[src/rtl/tfa_pkg.sv]
`timescale 1ns/1ps
package tfa_pkg;

   // Index of the last slice used by a payload of the given width.
   function automatic int last_slice_of(input int width, input int flit_w, input int max_s);
      int r;
      r = 0;
      for (int k = 1; k < max_s; k++) begin
         if (width > k * flit_w) r = k;
      end
      return r;
   endfunction

endpackage

[src/rtl/tfa_band_decode.sv]
`timescale 1ns/1ps
module tfa_band_decode #(
   parameter int FLIT_W     = 150,
   parameter int MAX_SLICES = 4,
   parameter int CFG_W      = 10,
   parameter int CNT_W      = 2,
   localparam int WORD_W    = FLIT_W * MAX_SLICES
) (
   input  logic [CFG_W-1:0]  cfg_width,
   output logic [CNT_W-1:0]  last_idx,
   output logic [WORD_W-1:0] keep_mask
);

   always_comb begin
      last_idx = CNT_W'(tfa_pkg::last_slice_of(int'(cfg_width), FLIT_W, MAX_SLICES));
   end

   for (genvar b = 0; b < WORD_W; b++) begin : g_keep
      assign keep_mask[b] = (int'(cfg_width) > b);
   end

endmodule

[src/rtl/tfa_serializer.sv]
`timescale 1ns/1ps
module tfa_serializer #(
   parameter int FLIT_W     = 150,
   parameter int MAX_SLICES = 4,
   parameter int CNT_W      = 2,
   localparam int WORD_W    = FLIT_W * MAX_SLICES
) (
   input  logic              clk,
   input  logic              rst_n,
   input  logic              src_valid,
   output logic              src_ready,
   input  logic [WORD_W-1:0] src_data,
   input  logic [WORD_W-1:0] keep_mask,
   input  logic [CNT_W-1:0]  last_idx,
   output logic              tx_valid,
   output logic [FLIT_W-1:0] tx_data,
   output logic              tx_head,
   output logic              tx_tail
);

   logic              busy_q;
   logic [CNT_W-1:0]  idx_q;
   logic [CNT_W-1:0]  last_q;
   logic [WORD_W-1:0] word_q;
   logic [FLIT_W-1:0] slice_w [MAX_SLICES];
   logic              take;

   for (genvar s = 0; s < MAX_SLICES; s++) begin : g_slice
      assign slice_w[s] = word_q[s*FLIT_W +: FLIT_W];
   end

   assign tx_valid  = busy_q;
   assign tx_data   = slice_w[idx_q];
   assign tx_head   = busy_q && (idx_q == '0);
   assign tx_tail   = busy_q && (idx_q == last_q);
   assign src_ready = !busy_q || tx_tail;
   assign take      = src_valid && src_ready;

   always_ff @(posedge clk) begin
      if (!rst_n) begin
         busy_q <= 1'b0;
         idx_q  <= '0;
         last_q <= '0;
         word_q <= '0;
      end else if (take) begin
         busy_q <= 1'b1;
         idx_q  <= '0;
         last_q <= last_idx;
         word_q <= src_data & keep_mask;
      end else if (busy_q) begin
         if (tx_tail) busy_q <= 1'b0;
         else         idx_q  <= idx_q + CNT_W'(1);
      end
   end

endmodule

[src/rtl/tfa_deserializer.sv]
`timescale 1ns/1ps
module tfa_deserializer #(
   parameter int FLIT_W     = 150,
   parameter int MAX_SLICES = 4,
   parameter int CNT_W      = 2,
   localparam int WORD_W    = FLIT_W * MAX_SLICES
) (
   input  logic              clk,
   input  logic              rst_n,
   input  logic              flit_valid,
   input  logic [FLIT_W-1:0] flit_data,
   input  logic              flit_head,
   input  logic              flit_tail,
   output logic              dst_valid,
   input  logic              dst_ready,
   output logic [WORD_W-1:0] dst_data
);

   logic [WORD_W-1:0] asm_q;
   logic [WORD_W-1:0] asm_next;
   logic [WORD_W-1:0] base;
   logic [CNT_W-1:0]  wr_idx_q;
   logic [CNT_W-1:0]  slot;
   logic [WORD_W-1:0] out_q;
   logic              vld_q;
   logic              deliver;
   logic              slot_free;

   assign slot = flit_head ? '0 : wr_idx_q;
   assign base = flit_head ? '0 : asm_q;

   for (genvar s = 0; s < MAX_SLICES; s++) begin : g_fill
      assign asm_next[s*FLIT_W +: FLIT_W] =
         (slot == CNT_W'(s)) ? flit_data : base[s*FLIT_W +: FLIT_W];
   end

   assign deliver   = flit_valid && flit_tail;
   assign slot_free = !vld_q || dst_ready;
   assign dst_valid = vld_q;
   assign dst_data  = out_q;

   always_ff @(posedge clk) begin
      if (!rst_n) begin
         asm_q    <= '0;
         wr_idx_q <= '0;
      end else if (flit_valid) begin
         asm_q <= asm_next;
         if (flit_tail)                              wr_idx_q <= '0;
         else if (slot == CNT_W'(MAX_SLICES - 1))    wr_idx_q <= slot;
         else                                        wr_idx_q <= slot + CNT_W'(1);
      end
   end

   always_ff @(posedge clk) begin
      if (!rst_n) begin
         vld_q <= 1'b0;
         out_q <= '0;
      end else if (deliver && slot_free) begin
         vld_q <= 1'b1;
         out_q <= asm_next;
      end else if (vld_q && dst_ready) begin
         vld_q <= 1'b0;
      end
   end

endmodule

[src/rtl/tfa_flit_adapter.sv]
`timescale 1ns/1ps
module tfa_flit_adapter #(
   parameter int FLIT_W     = 150,
   parameter int MAX_SLICES = 4,
   parameter int CFG_W      = 10
) (
   input  logic                         clk,
   input  logic                         rst_n,
   input  logic [CFG_W-1:0]             cfg_width,
   input  logic                         src_valid,
   output logic                         src_ready,
   input  logic [FLIT_W*MAX_SLICES-1:0] src_data,
   output logic                         tx_flit_valid,
   output logic [FLIT_W-1:0]            tx_flit_data,
   output logic                         tx_flit_head,
   output logic                         tx_flit_tail,
   input  logic                         rx_flit_valid,
   input  logic [FLIT_W-1:0]            rx_flit_data,
   input  logic                         rx_flit_head,
   input  logic                         rx_flit_tail,
   output logic                         dst_valid,
   input  logic                         dst_ready,
   output logic [FLIT_W*MAX_SLICES-1:0] dst_data
);

   localparam int WORD_W = FLIT_W * MAX_SLICES;
   localparam int CNT_W  = (MAX_SLICES > 1) ? $clog2(MAX_SLICES) : 1;

   if (FLIT_W < 1) begin : g_bad_flit
      $error("tfa_flit_adapter: FLIT_W must be at least 1");
   end
   if (MAX_SLICES < 1) begin : g_bad_slices
      $error("tfa_flit_adapter: MAX_SLICES must be at least 1");
   end
   if ((64'd1 << CFG_W) <= 64'(WORD_W)) begin : g_bad_cfg
      $error("tfa_flit_adapter: CFG_W too narrow to express the full word width");
   end

   logic [CNT_W-1:0]  last_idx;
   logic [WORD_W-1:0] keep_mask;

   tfa_band_decode #(
      .FLIT_W(FLIT_W), .MAX_SLICES(MAX_SLICES), .CFG_W(CFG_W), .CNT_W(CNT_W)
   ) u_band (
      .cfg_width (cfg_width),
      .last_idx  (last_idx),
      .keep_mask (keep_mask)
   );

   tfa_serializer #(
      .FLIT_W(FLIT_W), .MAX_SLICES(MAX_SLICES), .CNT_W(CNT_W)
   ) u_ser (
      .clk       (clk),
      .rst_n     (rst_n),
      .src_valid (src_valid),
      .src_ready (src_ready),
      .src_data  (src_data),
      .keep_mask (keep_mask),
      .last_idx  (last_idx),
      .tx_valid  (tx_flit_valid),
      .tx_data   (tx_flit_data),
      .tx_head   (tx_flit_head),
      .tx_tail   (tx_flit_tail)
   );

   tfa_deserializer #(
      .FLIT_W(FLIT_W), .MAX_SLICES(MAX_SLICES), .CNT_W(CNT_W)
   ) u_des (
      .clk        (clk),
      .rst_n      (rst_n),
      .flit_valid (rx_flit_valid),
      .flit_data  (rx_flit_data),
      .flit_head  (rx_flit_head),
      .flit_tail  (rx_flit_tail),
      .dst_valid  (dst_valid),
      .dst_ready  (dst_ready),
      .dst_data   (dst_data)
   );

endmodule

[config.mk]
export PLATFORM = sky130hd
export DESIGN_NAME = tfa_flit_adapter
export DESIGN_NICKNAME = d
export VERILOG_FILES = /design/src/rtl/tfa_pkg.sv /design/src/rtl/tfa_band_decode.sv /design/src/rtl/tfa_serializer.sv /design/src/rtl/tfa_deserializer.sv /design/src/rtl/tfa_flit_adapter.sv
export SDC_FILE = /design/constraint.sdc
export NUM_CORES = 2
export LEC_CHECK = 0
export BUFFER_PORTS_ARGS = -buffer_cell sky130_fd_sc_hd__buf_4
export CORE_AREA = 3 3 592 594
export DETAILED_ROUTE_END_ITERATION = 10
export DIE_AREA = 0 0 595 597
export GPL_TIMING_DRIVEN = 1
export PLACE_DENSITY_LB_ADDON = 0.2
export SLEW_MARGIN = 20
export SYNTH_ARGS = -nofsm -noshare
export SYNTH_HDL_FRONTEND = slang
export SYNTH_SLANG_ARGS = --single-unit
[constraint.sdc]
create_clock -name clk -period 2.83 [get_ports clk]
set_input_delay 0.1415 -clock clk [delete_from_list [all_inputs] [get_ports clk]]
set_output_delay 0.1415 -clock clk [all_outputs]
set_load 0.01 [all_outputs]
Word-level counts from Yosys, hierarchy flattened
Index checks and enable logic that the tools add are counted.
- order comparisons: 601
- multiplexer cells: 19
- $add $sub $neg: 2
- $mul: 0
- div/mod/pow operators: 0
- eq/ne operators: 4
- reduce and logical (&&, ||, !) cells: 15
- bitwise gates (word level): 4
- shift-type cells: 0
- operator list (operator ; count):
    $gt 10x9->1 const B ; 256
    $gt 10x8->1 const B ; 128
    $mux 150 ; 6
    $gt 10x10->1 const B ; 88
    $gt 10x7->1 const B ; 64
    $and 600x600->600 ; 1
    $mux 600 ; 1
    $gt 10x6->1 const B ; 32
    $bmux 150 s2 ; 1
    $gt 10x5->1 const B ; 16
    $gt 10x4->1 const B ; 8
    $gt 10x3->1 const B ; 4
    $gt 10x1->1 const B ; 2
    $gt 10x2->1 const B ; 2
    $mux 2 ; 5
    $logic_and 1x1->1 ; 6
    $mux 1 ; 6
    $add 2x1->2 const B ; 2
    $eq 2x2->1 const B ; 2
    $logic_not 2->1 ; 2
    $ge 3x3->1 const B ; 1
    $not 2->3 ; 1
    $eq 2x1->1 const B ; 1
    $eq 2x2->1 ; 1
    6 further kinds ; 9
- memories: 0
- word-level logic and storage cells: 653
- memory bits (read-only): 0
- flip-flop bits (word level): 1808
- bits in latches: 0
- bits in writable memories: 0

Depth between registers and ports, before layout
- depth after elaboration: 5
- gate-level depth with buffers: 9
- mapped depth without buffers: 5

Hierarchy
From an unflattened synthesis, not the netlist that was laid out.
- cells, all modules: 10929
- area total of the unflattened synthesis: 96356.2 µm²
- modules (own cells, without submodules) (module ; cells each ; area an instance (µm²) ; sequential area each (µm²) ; instances):
    tfa_deserializer ; 5200 ; 47700.7 ; 24083.1 ; 1
    tfa_serializer ; 4486 ; 41717.5 ; 12111.6 ; 1
    tfa_band_decode ; 1243 ; 6937.9 ; 0.0 ; 1

Worst setup path before layout
OpenSTA, ideal clock, no wires.
- kind: register -> register
- start: register u_ser.idx_q[0]
- end: register u_ser.idx_q[1]
- clock period less this slack: 1.884 ns
- path slack: 0.946 ns
- arrival time: 1.764 ns
- stages on the path, launching flop included: 8
- path buffers: 3
- cell sequence: dfxtp_1 > buf_2 > buf_1 > clkbuf_1 > inv_1 > ha_1 > nand2_1 > a21oi_1
- word-level cells in the longest chain between the ends: 5
- elaborated cells between the ends (all ways): 8
- those cells by class: 1 x add/sub; 1 x eq/ne; 1 x bitwise; 5 x reduce/logical
- RTL lines (element ; RTL line ; source):
    start: declaration ; tfa_serializer.sv:22 ; logic [CNT_W-1:0] idx_q;
    start signal: assignment ; tfa_serializer.sv:52 ; else idx_q <= idx_q + CNT_W'(1);
    $eq 2x2->1 ; tfa_serializer.sv:35 ; assign tx_tail = busy_q && (idx_q == last_q);
    $logic_and 1x1->1 ; tfa_serializer.sv:35 ;
    $logic_or 1x1->1 ; tfa_serializer.sv:36 ; assign src_ready = !busy_q || tx_tail;
    $logic_and 1x1->1 ; tfa_serializer.sv:37 ; assign take = src_valid && src_ready;
    $reduce_or 2->1 (no source line) ; n/a ;
Several ways; a longest one is shown, not always the timed one.
A chain may end at the register's enable or synchronous reset.

Worst setup path after layout
- start: register u_ser.idx_q[1]
- end: register u_ser.word_q[585]
- word-level cells in the longest chain between the ends: 4
- RTL lines (element ; RTL line ; source):
    $eq 2x2->1 ; tfa_serializer.sv:35 ;
    $logic_and 1x1->1 ; tfa_serializer.sv:35 ;
    $logic_or 1x1->1 ; tfa_serializer.sv:36 ;
    $logic_and 1x1->1 ; tfa_serializer.sv:37 ;
    end signal: assignment ; tfa_serializer.sv:49 ; word_q <= src_data & keep_mask;
    end: declaration ; tfa_serializer.sv:24 ; logic [WORD_W-1:0] word_q;
No other way between the ends.

==> impl_metrics.yaml <==
sta:
  drv_slew: 0
  fin_crit_sh: 1.02
  tightestPinTransition_ns: 1.17
  timing.hold.ws_ns: 0.0290
  hold_viol: 0
  tns_ns: -0.266
  period_needed_ns: 2.88
  max_freq_mhz: 347
  finalWorstSetupSlack_ns: -0.0513
  fin_skew_ns: 0.0707
  slew_headroom: 0.216
  rsz0062_at_grt: "yes"
  finalSetupViolations: 9
synthesis:
  synthAdderAreaFrac: 0.000157
  syn_avg_cell_area_um2: 9.04
  syn_area_mm2: 0.0799
  yosysTopAreaCellShare: 0.453
  ys.flop_type: "dfxtp_1"
  synth-compound-area-share: 0.273
  synthMuxAreaShare: 0.0423
  synthXorXnorAreaFrac: 0.000438
  synth_cells: 8842
  synth_common_cells: "1808 x dfxtp_1, 1174 x nor2_1, 905 x a211oi_1"
  ys_ff_latch: 1808
  synth-edff-count: 0
  synth_area_leader_cell: "dfxtp_1"
  yosys.cell_count.top_type: "dfxtp_1"
  ys_types: 98
  synth_top_family_by_area: "compound AO/OA/AOI/OAI gates"
  synthSimpleGateAreaFrac: 0.177
  yosys_warnings: 0
  seq_area_frac_synth: 0.453
  async_reset_ff_frac: 0
  synth_fp_nets: 9610
  synthTopCellsByArea: "dfxtp_1 45%, a211oi_1 8.5%, nor3b_1 5.7%"
min_path:
  whs_path_depth: 3
  hold_path_class: "primary input to register"
  min_to: "u_ser.word_q[349]"
  hp-start: "src_data[349]"
layout:
  nFillCells: 35200
  syn_to_final_growth_pct: 53.6
  post_route_cells_drive_above_1_share: 0.282
  nets: 12500
  final-seq-area_mm2: 0.0362
  multi_input_area_mm2: 0.0398
clock_network:
  clk_path_buf_depth: 4
  clk_pin_slew_worst_paths_ns: 0.06
  insertion_delay_ns: 0.95
  cts_inserted_buffers: 221
  cts_tree: "yes"
  cts-root-buf: "clkbuf_16"
  cts.sinks: 1808
  cts_htree_levels: 4
placed_design:
  dp_hpwl_um: 527000
  gp_congestion: 1.04
  preCtsSetupSlack_ns: -0.295
  port_buffers: 1521
power_and_ir_drop:
  p_int_mw: 49.7
  power.combinational.fraction: 0.193
  max-vdd-ir-drop_mv: 0.514
  switching_power_mw: 22.7
  power.leakage_nw: 46.3
  p_clk_frac: 0.419
  p_sw_frac: 0.313
  power_frac_seq: 0.387
  p_per_area_mw_per_mm2: 590
  p_total_mw: 72.4
floorplanning:
  die_w_um: 595
  die_y_um: 597
  dieArea_mm2: 0.355
  core-area_mm2: 0.346
  io-pin-count: 1522
  num_rows: 216
  initial_utilization: 0.231
drt:
  drtAntennaViolNets: 0
  wirelength_um: 693000
  drc: 0
  wire_per_inst_um: 41.9
  vias: 93700
  viasPerCell: 5.67
  drt_pre_antenna_iters: 6
  drt_iter0_markers: 11300
global_route:
  grt_max_degree: 197
  gr-total-overflow: 0
  antenna_found_initial: 105
  track_usage: 0.373
  grt_pass1_wl_um: 888000
  grt_pass1_vias: 88700
run_status:
  status: "complete, but fails checks"
  violations: "setup timing"
setup_path:
  worstPathMaxFanout: 46
  cp-start-kind: "register"
  end_kind: "register"
  r2r_start: "u_ser.idx_q[1]"
  reg2reg_depth: 8
  reg2reg_to: "u_ser.word_q[585]"
  crit_type: "register to register"
  crit_required_ns: 3.69
  r2r_slack_ns: -0.05
  arrival_ns: 3.74
job:
  drv_cap: 0
[cell usage in the layout (no fill, tap or decap), types with 62 or more instances in the layout]
| cell type | n |
|---|---|
| clkbuf_16 | 222 |
| a32o_1 | 345 |
| dfxtp_1 | 1806 |
| a22o_1 | 100 |
| nor3b_1 | 600 |
| dlygate4sd3_1 | 964 |
| a21oi_1 | 847 |
| nand3_1 | 94 |
| o21ai_0 | 158 |
| a211oi_1 | 902 |
| a21boi_0 | 62 |
| buf_12 | 218 |
| a22oi_1 | 286 |
| nand2_1 | 487 |
| nor2_1 | 1170 |
| mux4_2 | 150 |
| buf_4 | 2465 |
| nor3_1 | 106 |
[power by group through the flow]
stage / logic (mW) / clock network, mW / registers [mW]
CTS: 13.8 / 30.8 / 28.0
finish: 14.0 / 30.3 / 28.0
global placement: 12.5 / 0 / 28.5
global route: 14.3 / 31.6 / 28.1
floorplan: 4.35 / 0 / 28.2
detailed placement: 12.5 / 0 / 28.5
[registers in the layout (all words and copies together), names as in the netlist]
name	flops
u_des.asm_q	600
u_des.wr_idx_q	2
u_des.dst_data	600
u_ser.last_q	2
u_des.dst_valid	1
u_ser.idx_q	2
u_ser.word_q	600
u_ser.tx_valid	1
[cells by family (layout without fill, tap and decap cells)]
family / count (synthesis) / after routing
compound gates: 3073 / 3073
simple gates: 2754 / 2754
flops: 1808 / 1808
buf+inv: 1052 / 4124
mux: 150 / 150
xor+xnor: 4 / 4
fa+ha+maj: 1 / 1
other cells: 0 / 49
[layer usage]
| metal | routed length [um] | global-route usage |
|---|---|---|
| met5 | 109 | 0 |
| met1 | 266000 | 0.445 |
| met2 | 311000 | 0.597 |
| met3 | 52800 | 0.0720 |
| met4 | 63000 | 0.275 |
[critical path, cell delays in order (launching register included)]
cell and delay [ns]:
dfxtp_4 0.35, buf_12 0.15, xor2_2 0.19, o21a_4 0.25, buf_12 0.18, buf_12 0.24
a211oi_1 0.88, buf_4 0.27, a32o_1 0.15
[metrics by stage]
step,cell area (um^2),util,instances
3_5_place_dp,105000,0.303,15100
4_1_cts,123000,0.355,16500
6_report,123000,0.355,16500
2_1_floorplan,79900,-,8842
3_3_place_gp,105000,0.303,15100
5_1_grt,123000,0.355,16500
[worst max path at each step]
| stage | slack (ns) | to | start |
|---|---|---|---|
| 2_1_floorplan | 0.95 | u_ser.idx_q[1] | u_ser.idx_q[0] |
| 3_3_place_gp | -0.80 | u_ser.word_q[117] | cfg_width[9] |
| 3_5_place_dp | -0.30 | u_ser.word_q[355] | cfg_width[9] |
| 4_1_cts | -0.07 | tx_flit_data[72] | u_ser.idx_q[0] |
| 5_1_grt | -0.03 | tx_flit_data[74] | u_ser.idx_q[1] |
| 6_report | -0.05 | u_ser.word_q[585] | u_ser.idx_q[1] |
[what timing repair did]
action                     in CTS  in global routing
gates cloned                   13                  0
resized for setup              20                  9
setup endpoints to repair     120                 24
hold buffers                  964                  0
setup buffers                  15                  0
hold endpoints to repair     1802                  0
[layout make-up]
type,instances,share of cell area
diodes,49,0.000999
clock buffers,302,0.0510
clock inverters,97,0.0103
inverters,45,0.00148
multi-input cells,5982,0.324
flip-flops and latches,1808,0.295
well taps,4578,0.0467
repair buffers,3680,0.271
No activity file was read; power rests on OpenSTA's default activity.
